--- src/rtl/boot_seq_pkg.sv ---
`timescale 1ns/1ps
package boot_seq_pkg;
  // Source index is also probe priority; the last index is the fallback.
  localparam int NUM_SRC = 6;
  localparam int USB_IDX = NUM_SRC - 1;
  localparam int LAST_LISTED = USB_IDX - 1;
  localparam int IDX_W = $clog2(NUM_SRC);

  typedef logic [NUM_SRC-1:0] src_vec_t;

  typedef enum logic [2:0] {
    ST_INIT,
    ST_TRIM,
    ST_START,
    ST_WAIT,
    ST_RECLK,
    ST_LOAD,
    ST_HOLD,
    ST_JUMP
  } seq_state_t;
endpackage

--- src/rtl/boot_clk_ctl.sv ---
`timescale 1ns/1ps
module boot_clk_ctl #(
  parameter int MULT_W    = 11,
  parameter int BASE_MULT = 375,
  parameter int FAST_MULT = 1125,
  parameter int EXT_MULT  = 3
) (
  input  logic              clk,
  input  logic              rst_n,
  input  logic              latch,
  input  logic              sel_in,
  input  logic              go_fast,
  output logic              pll_en,
  output logic              pll_bypass,
  output logic [MULT_W-1:0] pll_mult
);
  logic sel_q;
  logic fast_q;

  always_ff @(posedge clk or negedge rst_n) begin
    if (!rst_n) begin
      sel_q      <= 1'b0;
      fast_q     <= 1'b0;
      pll_en     <= 1'b0;
      pll_bypass <= 1'b1;
      pll_mult   <= MULT_W'(1);
    end else if (latch) begin
      sel_q  <= sel_in;
      fast_q <= 1'b0;
      if (!sel_in) begin
        pll_en     <= 1'b1;
        pll_bypass <= 1'b0;
        pll_mult   <= MULT_W'(BASE_MULT);
      end else begin
        pll_en     <= 1'b0;
        pll_bypass <= 1'b1;
        pll_mult   <= MULT_W'(1);
      end
    end else if (go_fast && !fast_q) begin
      fast_q     <= 1'b1;
      pll_en     <= 1'b1;
      pll_bypass <= 1'b0;
      pll_mult   <= sel_q ? MULT_W'(EXT_MULT) : MULT_W'(FAST_MULT);
    end
  end

  // fallback leaves the PLL powered and in the path
  a_r6_fast_clock_on: assert property (@(posedge clk) disable iff (!rst_n)
    go_fast |=> (pll_en && !pll_bypass));
  // bypass and PLL power never both active
  a_r2_bypass_excl: assert property (@(posedge clk) disable iff (!rst_n)
    pll_bypass |-> !pll_en);
  // multiplier only changes on a programming event
  a_r2_mult_steady: assert property (@(posedge clk) disable iff (!rst_n)
    (!latch && !go_fast) |=> $stable(pll_mult));
endmodule

--- src/rtl/boot_lvd_timer.sv ---
`timescale 1ns/1ps
module boot_lvd_timer #(
  parameter int LVD_TICKS = 2457600
) (
  input  logic clk,
  input  logic rst_n,
  input  logic trim_done,
  input  logic arm,
  output logic expired,
  output logic lvd_en
);
  localparam int CNT_W = $clog2(LVD_TICKS + 1);

  logic             run_q;
  logic [CNT_W-1:0] cnt_q;

  assign expired = run_q && (cnt_q == CNT_W'(LVD_TICKS));

  always_ff @(posedge clk or negedge rst_n) begin
    if (!rst_n) begin
      run_q <= 1'b0;
      cnt_q <= '0;
    end else if (trim_done && !run_q) begin
      run_q <= 1'b1;
      cnt_q <= '0;
    end else if (run_q && !expired) begin
      cnt_q <= cnt_q + CNT_W'(1);
    end
  end

  always_ff @(posedge clk or negedge rst_n) begin
    if (!rst_n) lvd_en <= 1'b0;
    else if (arm && expired) lvd_en <= 1'b1;
  end

  // detector only comes back after the window and a request to arm
  a_r8_lvd_after_window: assert property (@(posedge clk) disable iff (!rst_n)
    $rose(lvd_en) |-> $past(arm && expired));
  // detector off while the window has not started
  a_r8_lvd_off_pre_trim: assert property (@(posedge clk) disable iff (!rst_n)
    !run_q |-> !lvd_en);
  // the window saturates once expired
  a_r9_window_saturates: assert property (@(posedge clk) disable iff (!rst_n)
    expired |=> expired);
endmodule

--- src/rtl/boot_seq_fsm.sv ---
`timescale 1ns/1ps
module boot_seq_fsm
  import boot_seq_pkg::*;
(
  input  logic     clk,
  input  logic     rst_n,
  input  logic     trim_done,
  input  logic     probe_done,
  input  logic     probe_ok,
  input  logic     load_done,
  input  logic     expired,
  output logic     clk_latch,
  output logic     clk_fast,
  output logic     lvd_arm,
  output logic     trim_req,
  output logic     probe_start,
  output src_vec_t probe_sel,
  output logic     load_req,
  output src_vec_t boot_src,
  output logic     jump_req
);
  seq_state_t       state_q, state_d;
  logic [IDX_W-1:0] idx_q, idx_d;
  logic             usb_mode_q;
  logic             busy;

  assign busy = (state_q == ST_START) || (state_q == ST_WAIT);

  for (genvar g = 0; g < NUM_SRC; g++) begin : g_sel
    assign probe_sel[g] = busy && (idx_q == IDX_W'(g));
  end

  assign clk_latch   = (state_q == ST_INIT);
  assign clk_fast    = (state_q == ST_RECLK);
  assign trim_req    = (state_q == ST_TRIM);
  assign probe_start = (state_q == ST_START);
  assign load_req    = (state_q == ST_LOAD);
  assign jump_req    = (state_q == ST_JUMP);
  assign lvd_arm     = (state_q == ST_HOLD) || (usb_mode_q && busy);

  always_comb begin
    state_d = state_q;
    idx_d   = idx_q;
    unique case (state_q)
      ST_INIT:  state_d = ST_TRIM;
      ST_TRIM: begin
        if (trim_done) begin
          state_d = ST_START;
          idx_d   = '0;
        end
      end
      ST_START: state_d = ST_WAIT;
      ST_WAIT: begin
        if (probe_done) begin
          if (probe_ok)                              state_d = ST_LOAD;
          else if (idx_q == IDX_W'(USB_IDX))         state_d = ST_START;
          else if (idx_q == IDX_W'(LAST_LISTED))     state_d = ST_RECLK;
          else begin
            idx_d   = idx_q + IDX_W'(1);
            state_d = ST_START;
          end
        end
      end
      ST_RECLK: begin
        idx_d   = IDX_W'(USB_IDX);
        state_d = ST_START;
      end
      ST_LOAD:  if (load_done) state_d = ST_HOLD;
      ST_HOLD:  if (expired) state_d = ST_JUMP;
      ST_JUMP:  state_d = ST_JUMP;
      default:  state_d = ST_INIT;
    endcase
  end

  always_ff @(posedge clk or negedge rst_n) begin
    if (!rst_n) begin
      state_q    <= ST_INIT;
      idx_q      <= '0;
      usb_mode_q <= 1'b0;
      boot_src   <= '0;
    end else begin
      state_q <= state_d;
      idx_q   <= idx_d;
      if (state_q == ST_RECLK) usb_mode_q <= 1'b1;
      if (state_q == ST_WAIT && probe_done && probe_ok) boot_src <= probe_sel;
    end
  end

  // a failed listed probe moves to the very next source
  a_r3_next_in_order: assert property (@(posedge clk) disable iff (!rst_n)
    (state_q == ST_WAIT && probe_done && !probe_ok && idx_q < IDX_W'(LAST_LISTED))
      |=> (idx_q == $past(idx_q) + IDX_W'(1)));
  // no new start while a probe is unanswered
  a_r4_one_outstanding: assert property (@(posedge clk) disable iff (!rst_n)
    (state_q == ST_WAIT && !probe_done) |=> !probe_start);
  // a start always names exactly one source
  a_r4_sel_onehot: assert property (@(posedge clk) disable iff (!rst_n)
    probe_start |-> $onehot(probe_sel));
  // without done, the valid flag cannot change the choice
  a_r5_ok_needs_done: assert property (@(posedge clk) disable iff (!rst_n)
    (state_q == ST_WAIT && !probe_done) |=> $stable(boot_src));
  // fallback only ever probes the USB source
  a_r7_usb_only: assert property (@(posedge clk) disable iff (!rst_n)
    (usb_mode_q && probe_start) |-> probe_sel[USB_IDX]);
  // chosen source is one-hot and frozen from the jump on
  a_r11_src_onehot: assert property (@(posedge clk) disable iff (!rst_n)
    $onehot0(boot_src));
  a_r11_src_frozen: assert property (@(posedge clk) disable iff (!rst_n)
    jump_req |=> (jump_req && $stable(boot_src)));
  // no probe activity until trim has finished
  a_r12_trim_first: assert property (@(posedge clk) disable iff (!rst_n)
    (state_q == ST_TRIM && !trim_done) |=> !probe_start);
endmodule

--- src/rtl/boot_seq_top.sv ---
`timescale 1ns/1ps
module boot_seq_top
  import boot_seq_pkg::*;
#(
  parameter int MULT_W    = 11,
  parameter int BASE_MULT = 375,
  parameter int FAST_MULT = 1125,
  parameter int EXT_MULT  = 3,
  parameter int LVD_TICKS = 2457600
) (
  input  logic                clk,
  input  logic                rst_n,
  input  logic                clk_sel,
  output logic                pll_en,
  output logic                pll_bypass,
  output logic [MULT_W-1:0]   pll_mult,
  output logic                trim_req,
  input  logic                trim_done,
  output logic                lvd_en,
  output logic                probe_start,
  output logic [NUM_SRC-1:0]  probe_sel,
  input  logic                probe_done,
  input  logic                probe_ok,
  output logic                load_req,
  input  logic                load_done,
  output logic [NUM_SRC-1:0]  boot_src,
  output logic                jump_req
);
  logic clk_latch;
  logic clk_fast;
  logic lvd_arm;
  logic expired;

  boot_seq_fsm u_fsm (
    .clk         (clk),
    .rst_n       (rst_n),
    .trim_done   (trim_done),
    .probe_done  (probe_done),
    .probe_ok    (probe_ok),
    .load_done   (load_done),
    .expired     (expired),
    .clk_latch   (clk_latch),
    .clk_fast    (clk_fast),
    .lvd_arm     (lvd_arm),
    .trim_req    (trim_req),
    .probe_start (probe_start),
    .probe_sel   (probe_sel),
    .load_req    (load_req),
    .boot_src    (boot_src),
    .jump_req    (jump_req)
  );

  boot_clk_ctl #(
    .MULT_W    (MULT_W),
    .BASE_MULT (BASE_MULT),
    .FAST_MULT (FAST_MULT),
    .EXT_MULT  (EXT_MULT)
  ) u_clk (
    .clk        (clk),
    .rst_n      (rst_n),
    .latch      (clk_latch),
    .sel_in     (clk_sel),
    .go_fast    (clk_fast),
    .pll_en     (pll_en),
    .pll_bypass (pll_bypass),
    .pll_mult   (pll_mult)
  );

  boot_lvd_timer #(
    .LVD_TICKS (LVD_TICKS)
  ) u_lvd (
    .clk       (clk),
    .rst_n     (rst_n),
    .trim_done (trim_done),
    .arm       (lvd_arm),
    .expired   (expired),
    .lvd_en    (lvd_en)
  );

  // the jump never precedes the detector re-enable
  a_r10_jump_with_lvd: assert property (@(posedge clk) disable iff (!rst_n)
    jump_req |-> lvd_en);
  // USB probing always runs on a powered PLL
  a_r6_usb_on_pll: assert property (@(posedge clk) disable iff (!rst_n)
    (probe_start && probe_sel[USB_IDX]) |-> (pll_en && !pll_bypass));
endmodule

--- config.mk ---
export PLATFORM = sky130hd
export DESIGN_NAME = boot_seq_top
export DESIGN_NICKNAME = d
export VERILOG_FILES = /design/src/rtl/boot_seq_pkg.sv /design/src/rtl/boot_clk_ctl.sv /design/src/rtl/boot_lvd_timer.sv /design/src/rtl/boot_seq_fsm.sv /design/src/rtl/boot_seq_top.sv
export SDC_FILE = /design/constraint.sdc
export NUM_CORES = 1
export LEC_CHECK = 0
export ABC_CLOCK_PERIOD_IN_PS = 1600
export BUFFER_PORTS_ARGS = -buffer_cell sky130_fd_sc_hd__buf_2
export CAP_MARGIN = 10
export CORE_UTILIZATION = 34
export DETAILED_ROUTE_END_ITERATION = 6
export GPL_TIMING_DRIVEN = 0
export PLACE_DENSITY = 0.57
export SETUP_SLACK_MARGIN = 0.3
export SLEW_MARGIN = 20
export SYNTH_ARGS = -nofsm -noshare
export SYNTH_HDL_FRONTEND = slang
export SYNTH_SLANG_ARGS = --single-unit
export TNS_END_PERCENT = 10
--- constraint.sdc ---
create_clock -name clk -period 1.6 [get_ports clk]
set_clock_uncertainty 0.1 [all_clocks]
set_input_delay 0.16 -clock clk [delete_from_list [all_inputs] [get_ports clk]]
set_output_delay 0.16 -clock clk [all_outputs]
set_load 0.02 [all_outputs]
==> results of run 1 <==
## power by group
part	internal [W]	total, W	leakage (nW)	switching [W]
combinational	0.000401	0.000816	0.956	0.000415
clock	0.000311	0.000731	0.0481	0.000420
sequential	0.00133	0.00160	0.524	0.000267
total	0.00204	0.00314	1.53	0.00110
## Yosys cell counts (2+ instances only)
| cell | count | share of area |
|---|---|---|
| a22o_1 | 6 | 0.021 |
| o21ai_0 | 15 | 0.030 |
| nor2_1 | 21 | 0.032 |
| a31oi_1 | 3 | 0.0076 |
| xor2_1 | 3 | 0.011 |
| nor3_1 | 4 | 0.0081 |
| buf_2 | 3 | 0.0061 |
| nand2b_1 | 6 | 0.015 |
| nand4_1 | 4 | 0.010 |
| o211ai_1 | 4 | 0.012 |
| buf_4 | 9 | 0.027 |
| clkbuf_1 | 4 | 0.0061 |
| a211oi_1 | 2 | 0.0061 |
| mux2i_1 | 4 | 0.016 |
| nor2b_1 | 5 | 0.013 |
| xnor2_1 | 6 | 0.021 |
| conb_1 | 2 | 0.0030 |
| and2_1 | 4 | 0.010 |
| nor4_1 | 2 | 0.0051 |
| and3_1 | 10 | 0.025 |
| inv_1 | 11 | 0.017 |
| mux2_2 | 6 | 0.027 |
| nand3_1 | 13 | 0.026 |
| dfrtp_1 | 44 | 0.44 |
| nand2_1 | 24 | 0.036 |
| nor4b_1 | 2 | 0.0071 |
| ha_1 | 7 | 0.035 |
| o31ai_1 | 6 | 0.018 |
| a21oi_1 | 7 | 0.014 |
## kinds of logic (layout without fill, tap and decap cells)
group | Yosys count | after routing | share of synthesized area
AO/OA/AOI/OAI | 49 | 49 | 0.1284
XOR/XNOR | 9 | 9 | 0.03185
adder cells (fa/ha/maj) | 7 | 7 | 0.03539
buffers and inverters | 28 | 81 | 0.05763
flip-flops | 45 | 45 | 0.4555
multiplexers | 10 | 10 | 0.04348
other | 2 | 4 | 0.003034
AND/OR/NAND/NOR | 109 | 109 | 0.2447
## state kept, by name (all words and copies together) (netlist names)
signal            flops
u_clk.pll_en          1
u_lvd.cnt_q          22
u_clk.pll_bypass      1
u_clk.pll_mult        4
u_clk.sel_q           1
u_lvd.run_q           1
u_fsm.state_q         3
u_fsm.boot_src        6
u_clk.fast_q          1
u_fsm.usb_mode_q      1
u_lvd.lvd_en          1
u_fsm.idx_q           3
## worst max-delay path: cells and delay by family, from the launching register on
family	cells	cell delay, ns
AOI/OAI and AO/OA	3	0.48
and+or+nand+nor	2	0.54
DFF	1	0.47
## final cells by class
cell class	instances	area (µm²)
tap	96	120.1
clock inverter	3	22.52
timing repair buffer	45	314.1
sequential	45	1139
inverter	11	41.29
buffer	17	152.6
clock buffer	5	68.82
multi-input combinational	188	1398
fill	686	3651
## metal layers
layer  vias to the layer above  part of all wire
li1                       1016                 -
met1                       968              0.48
met2                        32              0.48
met3                         2             0.035
met4                         0            0.0043
met5                         -                 0
## metrics by stage
stage	power (W)	worst slack (ns)	hold slack [ns]
global route	0.003354	-0.2031	0.07568
global placement	0.002249	-0.2888	0.2594
finish	0.003142	-0.08425	0.07353
detailed placement	0.002266	-0.2769	0.2692
floorplan	0.002060	0.03018	-0.2356
CTS	0.003139	-0.08137	-0.02256
## worst paths after layout
| kind | end | from | slack [ns] | cells past startpoint |
|---|---|---|---|---|
| worst max register to register | u_lvd.cnt_q[7]$_DFFE_PN0P_ | u_lvd.cnt_q[2]$_DFFE_PN0P_ | -0.08 | 5 |
| worst max-delay path | u_lvd.cnt_q[7]$_DFFE_PN0P_ | u_lvd.cnt_q[2]$_DFFE_PN0P_ | -0.08 | 5 |
| min in group asynchronous | u_fsm.boot_src[1]$_DFFE_PN0P_ | rst_n | 0.29 | 2 |
| worst min-delay path | u_fsm.state_q[0]$_DFFE_PN0P_ | load_done | 0.07 | 3 |
| max in group asynchronous | u_lvd.cnt_q[9]$_DFFE_PN0P_ | rst_n | 0.68 | 2 |
| worst min register to register | u_fsm.usb_mode_q$_DFFE_PN0P_ | u_fsm.usb_mode_q$_DFFE_PN0P_ | 0.37 | 2 |
## repair_timing
item | 4_1_cts | 5_1_grt
hold buffers | 1 | 1
pin swaps | 26 | 9
setup endpoints to repair | 55 | 53
hold endpoints to repair | 45 | 44
resized for setup | 55 | 17
gates cloned | 0 | 0
buffers inserted | 11 | 0
==> impl_metrics.tcl, run 1 <==
set metrics [dict create \
    port_buffers 32 \
    path_clk_slew_ns 0.09 \
    synth_ff_type "dfrtp_1" \
    yosysWarnings 0 \
    rsz0062_at_grt "true" \
    stdcell_area_um2 3256 \
    pin_count 37 \
    overflow 0 \
    grt.busiest_layer "met2" \
    crit_chain "nor4_4 -> nand4b_1 -> o21ai_2 -> o211ai_1 -> o31ai_1" \
    synth_cell_type_count 51 \
    diodes 0 \
    netlist_area_um2 2475 \
    dp_cells 389 \
    outcome "finished, violations left" \
    cts_sinks 45 \
    worstPathMaxFanout 7 \
    initial_core_util 0.3583 \
    required_ns 1.70 \
    ant_nets 0 \
    die_x_um 87.32 \
    gp_congestion 0.8100 \
    cp-end-kind "register" \
    root_buffer "clkbuf_8" \
    syn_area_per_cell_um2 9.555 \
    clk_latency_ns 0.30 \
    rows 30 \
    totalWireLength_um 5555 \
    min_path_type "primary input to register" \
    grt_pass1_wl_um 9556 \
    drc 0 \
    final_cells 410 \
    cp-start-kind "register" \
    finalCritPeriodShare 1.053 \
    ys_async_sr_fraction 1.000 \
    final_cell_mix "dfrtp_1 (35), buf_2 (23), buf_4 (22), nand2_1 (22), nor2_1 (15)" \
    cp.arrival_ns 1.79 \
    htreeDepth 2 \
    fin_ws_ns -0.08425 \
    fin_util 0.4714 \
    firstDrtPassIters 4 \
    grt_max_degree 46 \
    vias 2018 \
    ir_worst_vdd_uv 644.4 \
    period_minus_slack_ns 1.684 \
    use_met2 0.2763 \
    use_met1 0.2078 \
    drive_gt1_frac 0.3854 \
    synth_edf_count 0 \
    hold_viol_final 0 \
    wl_per_cell_um 13.55 \
    die_area_um2 7624 \
    powerDensity_nw_per_um2 965.1 \
    cts_tree "built" \
    grt_pass1_vias 1978 \
    synth_seq_cells 45 \
    finalSetupViolations 16 \
    antenna_found_initial 0 \
    worst_slew_pin_slew_ns 0.5758 \
    worstSetupPathType "register to register" \
    slowest_stage "dfrtp_2" \
    viasPerCell 4.922 \
    dpl_cell_area_um2 2838 \
    dp_hpwl_um 3846 \
    die_h_um 87.32 \
    max-slew-margin-rel 0.6161 \
    syn_inst 259 \
    drt_iter0_drc 90 \
    final_common_cell "dfrtp_1" \
    fmax_mhz 593.7 \
    slew_violations 0 \
    floorplan.core_area_um2 6907 \
    yosysSeqAreaShare 0.4555 \
    power.leakage_nw 1.529 \
    tns_ns -0.6496 \
    use_met3 0.02749 \
    maxCapViolCount 0 \
    final_nets 327 \
    failed_checks "negative setup slack" \
    grt_usage 0.1590 \
    max_stage_delay_ns 0.47 \
    syn_to_final_growth_pct 31.55 \
    numCtsBuffers 5 \
    clock_path_buffers 2 \
]
(Power assumes the default switching activity.)
==> inputs of run 2 (changes only) <==
--- a/config.mk
+++ b/config.mk
@@ -5,13 +5,12 @@
 export SDC_FILE = /design/constraint.sdc
 export NUM_CORES = 1
 export LEC_CHECK = 0
-export ABC_CLOCK_PERIOD_IN_PS = 1600
+export ABC_CLOCK_PERIOD_IN_PS = 2000
 export BUFFER_PORTS_ARGS = -buffer_cell sky130_fd_sc_hd__buf_2
 export CAP_MARGIN = 10
 export CORE_UTILIZATION = 34
 export DETAILED_ROUTE_END_ITERATION = 6
-export GPL_TIMING_DRIVEN = 0
-export PLACE_DENSITY = 0.57
+export PLACE_DENSITY = 0.55
 export SETUP_SLACK_MARGIN = 0.3
 export SLEW_MARGIN = 20
 export SYNTH_ARGS = -nofsm -noshare
==> constraint.sdc (replaced) <==
create_clock -name clk -period 2 [get_ports clk]
set_clock_uncertainty 0.1 [all_clocks]
set_input_delay 0.2 -clock clk [delete_from_list [all_inputs] [get_ports clk]]
set_output_delay 0.2 -clock clk [all_outputs]
set_load 0.02 [all_outputs]
==> impl_metrics.tcl, run 2 (synthesis gave the netlist of run 1 again) <==
set metrics [dict create \
    vias 1980 \
    grt_max_degree 26 \
    rows 30 \
    rsz0062_at_grt "true" \
    drive_gt1_frac 0.3087 \
    final_common_cell "dfrtp_1" \
    ir_worst_vdd_uv 405.8 \
    period_minus_slack_ns 1.700 \
    required_ns 1.70 \
    htreeDepth 2 \
    fmax_mhz 588.1 \
    viasPerCell 5.025 \
    hold_start "load_done" \
    max_stage_delay_ns 0.44 \
    clock_path_buffers 2 \
    initial_core_util 0.3583 \
    overflow 0 \
    final_nets 311 \
    worstSetupPathType "register to output port" \
    slew_violations 0 \
    port_buffers 32 \
    die_area_um2 7624 \
    die_x_um 87.32 \
    final_cell_mix "dfrtp_1 (36), buf_2 (27), nand2_1 (23)" \
    floorplan.core_area_um2 6907 \
    crit_chain "inv_2 -> ha_1 -> inv_2 -> nor3_4 -> buf_6" \
    grt_pass1_wl_um 9011 \
    finalSetupViolations 0 \
    hold_viol_final 0 \
    outcome "complete, no violations" \
    cp-end-kind "output port" \
    finalCritPeriodShare 0.8502 \
    gp_congestion 0.8297 \
    maxCapViolCount 0 \
    cp_common_cell "inv_2" \
    worst_slew_pin_slew_ns 0.5283 \
    drt_iter0_drc 74 \
    totalWireLength_um 5467 \
    clk_latency_ns 0.30 \
    pin_count 37 \
    grt_usage 0.1528 \
    min_path_type "primary input to register" \
    crit_buf_inv 3 \
    dp_hpwl_um 3808 \
    power.leakage_nw 1.434 \
    reg_top3 "u_lvd.cnt_q (22), u_fsm.boot_src (6), u_clk.pll_mult (4)" \
    cp-start-kind "register" \
    cp.arrival_ns 1.40 \
    max_flop_register "u_lvd.cnt_q" \
    antenna_found_initial 0 \
    powerDensity_nw_per_um2 842.3 \
    drc 0 \
    cts_tree "built" \
    tns_ns 0 \
    critPathTopFamily "flip-flops" \
    ant_nets 0 \
    largest_register_ffs 22 \
    slowest_stage "dfrtp_1" \
    firstDrtPassIters 4 \
    numCtsBuffers 5 \
    wl_per_cell_um 13.88 \
    fin_ws_ns 0.2996 \
    die_h_um 87.32 \
    grt_pass1_vias 1820 \
    stdcell_area_um2 3023 \
    cts_sinks 45 \
    worstPathMaxFanout 4 \
    max-slew-margin-rel 0.6478 \
    cp-startpoint "u_fsm.idx_q[1]$_DFFE_PN0P_" \
    path_clk_slew_ns 0.09 \
    r2r-start "u_fsm.state_q[1]$_DFFE_PN0P_" \
    dpl_cell_area_um2 2704 \
    diodes 0 \
    root_buffer "clkbuf_8" \
    place_ws_ns 0.2313 \
    syn_to_final_growth_pct 22.14 \
]
[run 2: routing by layer]
layer | global-route usage | part of all wire | routed length (µm)
met4 | 0.04471 | 0.016 | 89
met2 | 0.2315 | 0.45 | 2455
met1 | 0.2183 | 0.50 | 2753
met5 | 0 | 0 | 0
met3 | 0.03318 | 0.031 | 168
[run 2: path summary, 6_finish.rpt]
kind / to / slack, ns / cells after the start
worst min register to register: u_fsm.usb_mode_q$_DFFE_PN0P_ / 0.35 / 2
worst max-delay path: probe_sel[5] / 0.30 / 5
worst max register to register: u_clk.pll_mult[6]$_DFFE_PN0P_ / 0.32 / 5
worst min-delay path: u_fsm.state_q[0]$_DFFE_PN0P_ / 0.13 / 3
min in group asynchronous: u_lvd.cnt_q[0]$_DFFE_PN0P_ / 0.31 / 2
max in group asynchronous: u_clk.pll_bypass$_DFFE_PN1P_ / 0.91 / 3
[run 2: repair_timing]
item                                    4_1_cts  5_1_grt
resized for setup                             7       32
endpoints found under the setup margin       22       31
hold buffers                                  2        0
hold endpoints to repair                     21        0
setup buffers                                 4        4
pin swaps                                     2       10
[run 2: worst reg2reg max path: stages, from the launching register on]
cell and delay, ns:
dfrtp_2 0.42, buf_4 0.17, or2_2 0.37, nor3b_4 0.28
nand2b_1 0.16, o21ai_0 0.07
[run 2: report_power, final]
group / leakage [nW] / total (W) / switching [W] / internal [W]
logic: 0.855 / 0.000535 / 0.000271 / 0.000265
registers: 0.525 / 0.00131 / 0.000246 / 0.00106
clock network: 0.0543 / 0.000701 / 0.000327 / 0.000374
[run 2: final cells by class]
cell class | count | area [µm²]
Tap cell | 96 | 120.1
Sequential cell | 45 | 1137
Clock inverter | 3 | 46.29
Timing Repair Buffer | 46 | 299.0
Multi-Input combinational cell | 188 | 1310
Inverter | 11 | 41.29
Fill cell | 706 | 3884
Clock buffer | 5 | 68.82
[run 2: stage by stage]
step | total power [W] | hold WS, ns | util | instances
floorplan | 0.001618 | -0.1956 | - | 261
global placement | 0.001733 | 0.1004 | 0.3915 | 376
detailed placement | 0.001738 | 0.1108 | 0.3915 | 376
CTS | 0.002466 | 0.1194 | 0.4192 | 390
global route | 0.002713 | 0.1369 | 0.4377 | 394
finish | 0.002546 | 0.1257 | 0.4377 | 394
==> inputs of run 3 (changes only) <==
--- a/config.mk
+++ b/config.mk
@@ -5,12 +5,14 @@
 export SDC_FILE = /design/constraint.sdc
 export NUM_CORES = 1
 export LEC_CHECK = 0
-export ABC_CLOCK_PERIOD_IN_PS = 2000
+export ABC_CLOCK_PERIOD_IN_PS = 1540
 export BUFFER_PORTS_ARGS = -buffer_cell sky130_fd_sc_hd__buf_2
 export CAP_MARGIN = 10
+export CELL_PAD_IN_SITES_DETAIL_PLACEMENT = 1
+export CELL_PAD_IN_SITES_GLOBAL_PLACEMENT = 1
 export CORE_UTILIZATION = 34
 export DETAILED_ROUTE_END_ITERATION = 6
-export PLACE_DENSITY = 0.55
+export PLACE_DENSITY = 0.7
 export SETUP_SLACK_MARGIN = 0.3
 export SLEW_MARGIN = 20
 export SYNTH_ARGS = -nofsm -noshare
==> constraint.sdc (replaced) <==
create_clock -name clk -period 1.54 [get_ports clk]
set_clock_uncertainty 0.1 [all_clocks]
set_input_delay 0.154 -clock clk [delete_from_list [all_inputs] [get_ports clk]]
set_output_delay 0.154 -clock clk [all_outputs]
set_load 0.02 [all_outputs]
==> impl_metrics.tcl, run 3 (synthesis gave the netlist of run 1 again) <==
set metrics [dict create \
    wl_per_cell_um 16.20 \
    holdPathEnd "u_fsm.state_q[0]$_DFFE_PN0P_" \
    totalWireLength_um 7145 \
    gp_congestion 0.7657 \
    maxCapViolCount 0 \
    ff_latch_area_um2 1134 \
    power.leakage_nw 1.733 \
    hold_start "load_done" \
    powerDensity_nw_per_um2 1008 \
    failed_checks "negative setup slack" \
    syn_to_final_growth_pct 45.85 \
    ir_worst_vdd_uv 580.4 \
    crit_buf_inv 3 \
    outcome "finished, violations left" \
    fmax_mhz 584.2 \
    final_cell_mix "buf_4 (49), dfrtp_1 (39), buf_2 (21)" \
    die_area_um2 7624 \
    num-fill-cells 812 \
    vias 2257 \
    min_path_type "primary input to register" \
    fin_util 0.5226 \
    port_buffers 32 \
    ant_nets 0 \
    required_ns 1.67 \
    finalSetupViolations 20 \
    diodes 0 \
    die_h_um 87.32 \
    hold_viol_final 0 \
    antenna_found_initial 0 \
    die_x_um 87.32 \
    drt_iter0_drc 46 \
    cp-end-kind "register" \
    firstDrtPassIters 4 \
    dp_hpwl_um 4850 \
    slowest_stage "dfrtp_1" \
    r2r_end "u_fsm.idx_q[2]$_DFFE_PN0P_" \
    worstSetupPathType "register to register" \
    rows 30 \
    final_common_cell "buf_4" \
    dpl_cell_area_um2 3131 \
    cts_sinks 45 \
    r2r_cells 9 \
    r2r-start "u_fsm.idx_q[1]$_DFFE_PN0P_" \
    path_clk_slew_ns 0.09 \
    root_buffer "clkbuf_8" \
    grt_usage 0.1948 \
    slew_violations 0 \
    cts_tree "built" \
    max_flop_register "u_lvd.cnt_q" \
    period_minus_slack_ns 1.712 \
    initial_core_util 0.3583 \
    largest_register_ffs 22 \
    grt_max_degree 28 \
    max_stage_delay_ns 0.39 \
    finalCritPeriodShare 1.112 \
    cp-start-kind "register" \
    fin_ws_ns -0.1718 \
    htreeDepth 2 \
    multi_input_area_um2 1471 \
    cp_common_cell "buf_4" \
    critPathTopFamily "flip-flops" \
    stdcell_area_um2 3610 \
    r2r_slack_ns -0.17 \
    drc 0 \
    viasPerCell 5.118 \
    cp.arrival_ns 1.84 \
    clk_latency_ns 0.31 \
    floorplan.core_area_um2 6907 \
    grt_pass1_vias 2336 \
    crit_chain "inv_2 -> ha_4 -> buf_4 -> nor2_4 -> nor2_2 -> nor3_1 -> o21ai_1 -> buf_4 -> mux2i_1" \
    clock_path_buffers 2 \
    grt_pass1_wl_um 11340 \
    reg_top3 "u_lvd.cnt_q (22), u_fsm.boot_src (6), u_clk.pll_mult (4)" \
    rsz0062_at_grt "true" \
    overflow 0 \
    drive_gt1_frac 0.4812 \
    worstHoldPathCells 3 \
    numCtsBuffers 5 \
    pin_count 37 \
    worstPathMaxFanout 2 \
    final_nets 358 \
    tns_ns -1.857 \
]
[run 3: final cells by class]
type | instances | area share
multi-input cells | 188 | 0.4076
flip-flops and latches | 45 | 0.3140
repair buffers | 93 | 0.2055
well taps | 96 | 0.03328
clock buffers | 7 | 0.02669
inverters | 11 | 0.01144
clock inverters | 1 | 0.001386
[run 3: timing repair]
action / CTS / global route
buffers inserted: 8 / 1
pin swaps: 17 / 22
hold buffers: 2 / 0
gates resized for setup: 51 / 35
setup endpoints to repair: 55 / 55
endpoints found under the hold margin: 18 / 0
[run 3: worst max path at each step]
stage	startpoint	end	slack, ns	cells past startpoint
after floorplan	u_lvd.cnt_q[6]$_DFFE_PN0P_	u_lvd.cnt_q[18]$_DFFE_PN0P_	-0.03	5
after global placement	u_lvd.cnt_q[3]$_DFFE_PN0P_	u_lvd.cnt_q[21]$_DFFE_PN0P_	-0.06	5
after detailed placement	u_lvd.cnt_q[0]$_DFFE_PN0P_	u_fsm.state_q[0]$_DFFE_PN0P_	-0.14	7
after CTS	u_fsm.idx_q[1]$_DFFE_PN0P_	probe_sel[5]	-0.16	6
after global routing	u_fsm.idx_q[1]$_DFFE_PN0P_	u_fsm.idx_q[2]$_DFFE_PN0P_	-0.25	9
final	u_fsm.idx_q[1]$_DFFE_PN0P_	u_fsm.idx_q[2]$_DFFE_PN0P_	-0.17	9
[run 3: report_power, final]
| group | internal [W] | switching, W |
|---|---|---|
| Clock | 0.000406 | 0.000426 |
| Sequential | 0.00137 | 0.000250 |
| Combinational | 0.000628 | 0.000559 |
[run 3: through the flow]
stage	std cells	setup slack [ns]	total power (W)	hold WS [ns]
3_5_place_dp	422	-0.1402	0.002628	0.05339
4_1_cts	440	-0.1556	0.003590	0.09147
5_1_grt	441	-0.2521	0.003865	0.09767
6_report	441	-0.1718	0.003640	0.1079
3_3_place_gp	422	-0.05803	0.002589	0.05030
2_1_floorplan	261	-0.02982	0.002148	-0.2416
[run 3: tightest hold or removal path, delay by kind of cell]
family        cells  cell delay (ns)
buf+inv           1             0.09
simple gates      2             0.24
[run 3: per-layer routing]
metal | up-vias | share of wire | routed length [µm] | global-route usage
li1 | 1080 | - | - | -
met1 | 1143 | 0.44 | 3167 | 0.2405
met2 | 24 | 0.52 | 3750 | 0.3423
met3 | 10 | 0.017 | 118 | 0.03033
met4 | 0 | 0.015 | 108 | 0.07004
met5 | - | 0 | 0 | 0
